File: src/rtl/poll_pkg.sv
package poll_pkg;

  typedef enum logic [1:0] {
    RES_PASS    = 2'b00,
    RES_FAIL    = 2'b01,
    RES_TIMEOUT = 2'b10
  } result_e;

  // Strobes from control to datapath
  typedef struct packed {
    logic    load;       // capture start request, clear round count
    logic    issueRead;  // launch one read
    logic    savePrev;   // keep bit 6 of the returned byte
    logic    bumpCount;  // one more unresolved round
    logic    finish;     // end operation with code
    result_e code;
  } ctrl_s;

  // Conditions from datapath to control
  typedef struct packed {
    logic match7;
    logic errBit;
    logic toggled;
    logic lastRound;
    logic inFlight;
  } flags_s;

endpackage

File: src/rtl/poll_datapath.sv
module poll_datapath
  import poll_pkg::*;
#(
  parameter int ADDR_W    = 24,
  parameter int MAX_POLLS = 1024
) (
  input  logic              clk,
  input  logic              rstN,
  input  ctrl_s             ctrl,
  input  logic [7:0]        startData,
  input  logic [ADDR_W-1:0] startAddr,
  input  logic [7:0]        rdData,
  input  logic              rdValid,
  output flags_s            flags,
  output logic              rdReq,
  output logic [ADDR_W-1:0] rdAddr,
  output logic              done,
  output logic [1:0]        result
);

  localparam int CNT_W = $clog2(MAX_POLLS + 1);
  localparam logic [CNT_W-1:0] LAST_CNT = CNT_W'(MAX_POLLS - 1);

  logic [ADDR_W-1:0] addrQ;
  logic              exp7Q;
  logic              prev6Q;
  logic [CNT_W-1:0]  cntQ;
  logic              inFlightQ;
  logic              rdReqQ;
  logic              doneQ;
  logic [1:0]        resultQ;

  logic unusedBits;
  assign unusedBits = ^{startData[6:0], rdData[4:0]};

  always_ff @(posedge clk) begin
    if (!rstN) begin
      addrQ     <= '0;
      exp7Q     <= 1'b0;
      prev6Q    <= 1'b0;
      cntQ      <= '0;
      inFlightQ <= 1'b0;
      rdReqQ    <= 1'b0;
      doneQ     <= 1'b0;
      resultQ   <= 2'b00;
    end else begin
      rdReqQ <= ctrl.issueRead;
      doneQ  <= ctrl.finish;
      if (ctrl.finish) resultQ <= ctrl.code;
      if (ctrl.load) begin
        addrQ <= startAddr;
        exp7Q <= startData[7];
        cntQ  <= '0;
      end
      if (ctrl.bumpCount) cntQ <= cntQ + CNT_W'(1);
      if (ctrl.savePrev) prev6Q <= rdData[6];
      if (ctrl.issueRead) inFlightQ <= 1'b1;
      else if (rdValid)   inFlightQ <= 1'b0;
    end
  end

  assign flags.match7    = (rdData[7] == exp7Q);
  assign flags.errBit    = rdData[5];
  assign flags.toggled   = (rdData[6] != prev6Q);
  assign flags.lastRound = (cntQ == LAST_CNT);
  assign flags.inFlight  = inFlightQ;

  assign rdReq  = rdReqQ;
  assign rdAddr = addrQ;
  assign done   = doneQ;
  assign result = resultQ;

endmodule

File: src/rtl/poll_control.sv
module poll_control
  import poll_pkg::*;
(
  input  logic   clk,
  input  logic   rstN,
  input  logic   startValid,
  input  logic   startMethod,
  input  logic   rdValid,
  input  flags_s flags,
  output ctrl_s  ctrl,
  output logic   idle
);

  typedef enum logic [2:0] {
    ST_IDLE,
    ST_DP_READ,   // data polling main read
    ST_DP_RECHK,  // data polling re-read after error flag
    ST_TG_FIRST,  // toggle pair, first read
    ST_TG_SECOND, // toggle pair, second read
    ST_TG_EXTRA1, // error path, first extra read
    ST_TG_EXTRA2  // error path, second extra read
  } state_e;

  state_e st, nxt;

  always_ff @(posedge clk) begin
    if (!rstN) st <= ST_IDLE;
    else       st <= nxt;
  end

  always_comb begin
    ctrl = '0;
    nxt  = st;
    if (st == ST_IDLE) begin
      if (startValid) begin
        ctrl.load = 1'b1;
        nxt = startMethod ? ST_TG_FIRST : ST_DP_READ;
      end
    end else if (!rdValid) begin
      if (!flags.inFlight) ctrl.issueRead = 1'b1;
    end else begin
      case (st)
        ST_DP_READ: begin
          if (flags.match7) begin
            ctrl.finish = 1'b1;
            ctrl.code   = RES_PASS;
            nxt = ST_IDLE;
          end else if (flags.errBit) begin
            nxt = ST_DP_RECHK;
          end else if (flags.lastRound) begin
            ctrl.finish = 1'b1;
            ctrl.code   = RES_TIMEOUT;
            nxt = ST_IDLE;
          end else begin
            ctrl.bumpCount = 1'b1;
          end
        end
        ST_DP_RECHK: begin
          ctrl.finish = 1'b1;
          ctrl.code   = flags.match7 ? RES_PASS : RES_FAIL;
          nxt = ST_IDLE;
        end
        ST_TG_FIRST: begin
          ctrl.savePrev = 1'b1;
          nxt = ST_TG_SECOND;
        end
        ST_TG_SECOND: begin
          if (!flags.toggled) begin
            ctrl.finish = 1'b1;
            ctrl.code   = RES_PASS;
            nxt = ST_IDLE;
          end else if (flags.errBit) begin
            nxt = ST_TG_EXTRA1;
          end else if (flags.lastRound) begin
            ctrl.finish = 1'b1;
            ctrl.code   = RES_TIMEOUT;
            nxt = ST_IDLE;
          end else begin
            ctrl.bumpCount = 1'b1;
            nxt = ST_TG_FIRST;
          end
        end
        ST_TG_EXTRA1: begin
          ctrl.savePrev = 1'b1;
          nxt = ST_TG_EXTRA2;
        end
        ST_TG_EXTRA2: begin
          ctrl.finish = 1'b1;
          ctrl.code   = flags.toggled ? RES_FAIL : RES_PASS;
          nxt = ST_IDLE;
        end
        default: nxt = ST_IDLE;
      endcase
    end
  end

  assign idle = (st == ST_IDLE);

endmodule

File: src/rtl/flash_done_poller.sv
module flash_done_poller
  import poll_pkg::*;
#(
  parameter int ADDR_W    = 24,
  parameter int MAX_POLLS = 1024
) (
  input  logic              clk,
  input  logic              rstN,
  input  logic              startValid,
  input  logic              startMethod,
  input  logic [7:0]        startData,
  input  logic [ADDR_W-1:0] startAddr,
  output logic              startReady,
  output logic              rdReq,
  output logic [ADDR_W-1:0] rdAddr,
  input  logic [7:0]        rdData,
  input  logic              rdValid,
  output logic              done,
  output logic [1:0]        result
);

  ctrl_s  ctrl;
  flags_s flags;

  poll_control u_ctrl (
    .clk        (clk),
    .rstN       (rstN),
    .startValid (startValid),
    .startMethod(startMethod),
    .rdValid    (rdValid),
    .flags      (flags),
    .ctrl       (ctrl),
    .idle       (startReady)
  );

  poll_datapath #(
    .ADDR_W   (ADDR_W),
    .MAX_POLLS(MAX_POLLS)
  ) u_dp (
    .clk      (clk),
    .rstN     (rstN),
    .ctrl     (ctrl),
    .startData(startData),
    .startAddr(startAddr),
    .rdData   (rdData),
    .rdValid  (rdValid),
    .flags    (flags),
    .rdReq    (rdReq),
    .rdAddr   (rdAddr),
    .done     (done),
    .result   (result)
  );

endmodule

File: config.mk
export PLATFORM = sky130hd
export DESIGN_NAME = flash_done_poller
export DESIGN_NICKNAME = d
export VERILOG_FILES = /design/src/rtl/poll_pkg.sv /design/src/rtl/poll_datapath.sv /design/src/rtl/poll_control.sv /design/src/rtl/flash_done_poller.sv
export SDC_FILE = /design/constraint.sdc
export NUM_CORES = 1
export LEC_CHECK = 0
export ABC_AREA = 0
export BUFFER_PORTS_ARGS = -buffer_cell sky130_fd_sc_hd__buf_2
export CELL_PAD_IN_SITES_DETAIL_PLACEMENT = 1
export CELL_PAD_IN_SITES_GLOBAL_PLACEMENT = 2
export CORE_UTILIZATION = 29
export CTS_BUF_LIST = sky130_fd_sc_hd__clkbuf_4 sky130_fd_sc_hd__clkbuf_8
export CTS_CLUSTER_SIZE = 25
export DETAILED_ROUTE_END_ITERATION = 8
export GPL_ROUTABILITY_DRIVEN = 0
export PLACE_DENSITY = 0.85
export SYNTH_ARGS = -nofsm -noshare
export SYNTH_HDL_FRONTEND = slang
export SYNTH_SLANG_ARGS = --single-unit
File: constraint.sdc
create_clock -name clk -period 2.3 [get_ports clk]
set_clock_uncertainty 0.05 [all_clocks]
set_input_delay 0.23 -clock clk [delete_from_list [all_inputs] [get_ports clk]]
set_output_delay 0.23 -clock clk [all_outputs]
set_load 0.05 [all_outputs]
==> metrics.yaml <==
outcome: "finished clean"
die_area_mm2: 0.00765
tns_ns: 0
worst_setup_path_end_kind: "flop"
grt_pass1_wl_mm: 9.33
clkTransAtPathRegs_ns: 0.09
slew_violations: 0
viasPerCell: 4.88
maxCapViolCount: 0
clock_latency_ns: 0.29
synth-seq-area-share_pct: 42.6
grt_max_degree: 34
relSlewSlack_pct: 61.5
finalSetupViolCount: 0
crit_path_max_fanout: 5
crit_path_top_delay_cell: "a222oi_1"
placementRows: 30
finalNonFillerCells: 407
post_cts.repair.setup_buffers: 0
cts-root-buf: "clkbuf_8"
synth_warnings: 0
synthMuxAreaShare_pct: 0.946
die_w_um: 87.4
syn_area_mm2: 0.00212
grt_pass1_vias: 2073
antenna_left: 0
setup_ws_ns: 0.367
cts_hold_buf: 0
r2r-start: "u_dp.cntQ[0]"
rsz0062_at_grt: "false"
worst_setup_path_start_kind: "flop"
worstPathCellList: "ha_1 > and3_1 > and4_1 > a222oi_1 > o21ai_1 > a21boi_1"
p_leak_nw: 1.12
synth_area_leader_cell: "dfxtp_1"
antenna_found_initial: 0
nets: 356
fp.dieH_um: 87.4
synthCells: 249
synthSimpleGateAreaFrac_pct: 25.3
cts_tree: "built"
hpwl_mm: 4.02
synth_edf_count: 0
synthFlopType: "dfxtp_1"
power_density_mw_per_mm2: 1120
start_util_pct: 30.7
antenna_cells: 0
portBuffers: 61
drt_iter0_drc: 45
period_needed_ns: 1.93
dp_slack_ns: 0.389
synth_xor_area_share_pct: 2.90
synth.net_count: 295
clock_path_buffers: 2
drc_errors: 0
core_mm2: 0.00691
hold_path_class: "in2reg"
grt_usage_pct: 15.4
fmax_mhz: 517
drt-total-wl_mm: 5.35
worstPathArrival_ns: 2.11
holdPathStages: 3
vias: 1988
critPathRequiredTime_ns: 2.47
synthDominantCellAreaShare_pct: 42.6
holdWs_ns: 0.125
drive_gt1_share_pct: 28.9
crit_type: "reg2reg"
reg2reg_setup_slack_ns: 0.37
hp-start: "startAddr[18]"
cts.sinks: 45
h-tree-depth: 2
regToRegEndpoint: "u_dp.result[1]"
synth.avg_cell_area_um2: 8.50
post-place-cells: 399
r2r_cells: 6
worstMarginPinSlew_ns: 0.578
grt-ovfl-total: 0
io-pin-count: 74
synth.distinct_cells: 53
p_total_mw: 2.97
cts_resized: 0
hold_viol: 0
synth-async-reset-ratio_pct: 0
synthTopCellsByArea: "dfxtp_1, nand2_1, a21boi_0"
first_pass_iters: 4
min_to: "u_dp.rdAddr[18]"
critPathMaxStageDelay_ns: 0.52
synth_top_family_by_area: "simple AND/OR/NAND/NOR gates"
peakVddDrop_uv: 435
synth_compound_area_share_pct: 22.6
cts_inserted_buffers: 5
ys_ff_latch: 45
synth_fa_ha_area_share_pct: 0.591
min_period_over_period_pct: 84.0
area_delta_synth_final_pct: 25.0
wl_per_cell_um: 13.2
-- registers in the layout, summed over array words and instances, names as in the netlist --
name	count
u_ctrl.st	3
u_dp.cntQ	11
u_dp.done	1
u_dp.exp7Q	1
u_dp.inFlightQ	1
u_dp.prev6Q	1
u_dp.rdAddr	24
u_dp.rdReq	1
u_dp.result	2
-- how the worst max path moves through the flow --
stage                            start             end  slack [ns]  cells past startpoint
after global placement    u_ctrl.st[2]    u_ctrl.st[2]        0.41                      5
final                     u_dp.cntQ[0]  u_dp.result[1]        0.37                      6
after floorplan           u_ctrl.st[1]  u_dp.result[1]        0.21                      6
after detailed placement  u_dp.cntQ[0]  u_dp.result[1]        0.39                      6
after CTS                 u_dp.cntQ[0]  u_dp.result[1]        0.37                      6
after global routing      u_ctrl.st[2]    u_dp.cntQ[2]        0.22                      6
-- report_power, final --
group          switching [mW]  internal [mW]  leakage, nW
registers              0.0934          0.916        0.367
logic                   0.896          0.363        0.689
clock network           0.272          0.432       0.0681
-- per-layer routing --
metal | vias up | track usage [%] | part of all wire, %
li1 | 989 | - | -
met1 | 944 | 18.8 | 46
met2 | 50 | 25.9 | 46
met3 | 5 | 5.02 | 7.5
met4 | 0 | 4.02 | 0.88
met5 | - | 0 | 0
-- worst max-delay path, delay by kind of cell, from the launching register on --
kind | cells | cell delay, ns
simple gates | 2 | 0.47
fa+ha+maj | 1 | 0.24
flops | 1 | 0.33
compound gates | 3 | 0.77
-- area by class of cell --
type	count	area [µm²]
Fill cell	868	4260
Multi-Input combinational cell	185	1110
Sequential cell	45	901
Timing Repair Buffer	70	373
Tap cell	96	120
Clock buffer	5	68.8
Clock inverter	3	65.1
Inverter	3	11.3
-- kinds of logic (layout without fill, tap and decap cells) --
kind of cell	count (synthesis)	in the layout
compound gates	64	64
xor+xnor	7	7
fa+ha+maj	1	1
buf+inv	19	81
flops	45	45
mux	2	2
simple gates	111	111
-- per-stage QoR --
| stage | util [%] | area (µm²) |
|---|---|---|
| after detailed placement | 36.4 | 2510 |
| after global routing | 38.3 | 2650 |
| after global placement | 36.4 | 2510 |
| after CTS | 38.3 | 2650 |
| after floorplan | - | 2120 |
| final | 38.3 | 2650 |
-- cell usage in the layout, fill, tap and decap left out, drive strengths merged, types with 2 or more instances in the layout --
master,instances
a21boi,28
a21o,2
a21oi,6
a31o,3
a31oi,3
a41oi,2
and2,3
and3,3
and3b,2
and4,2
buf,70
bufinv,2
clkbuf,5
dfxtp,45
inv,3
mux2i,2
nand2,63
nand3,8
nor2,10
nor2b,3
nor3,5
nor3b,5
nor4,2
o21ai,10
xnor2,4
xor2,3
-- synth_stat cells, types with 3 or more instances --
cell type  count
nand2_1       62
dfxtp_1       45
a21boi_0      25
nor2_1        10
o21ai_0        9
nand3_1        8
clkbuf_1       7
a21oi_1        6
nor3b_1        5
buf_2          4
xnor2_1        4
a31oi_1        3
and3_1         3
inv_1          3
nor2b_1        3
nor3_1         3
xor2_1         3
No activity file was read; power rests on OpenSTA's default activity.
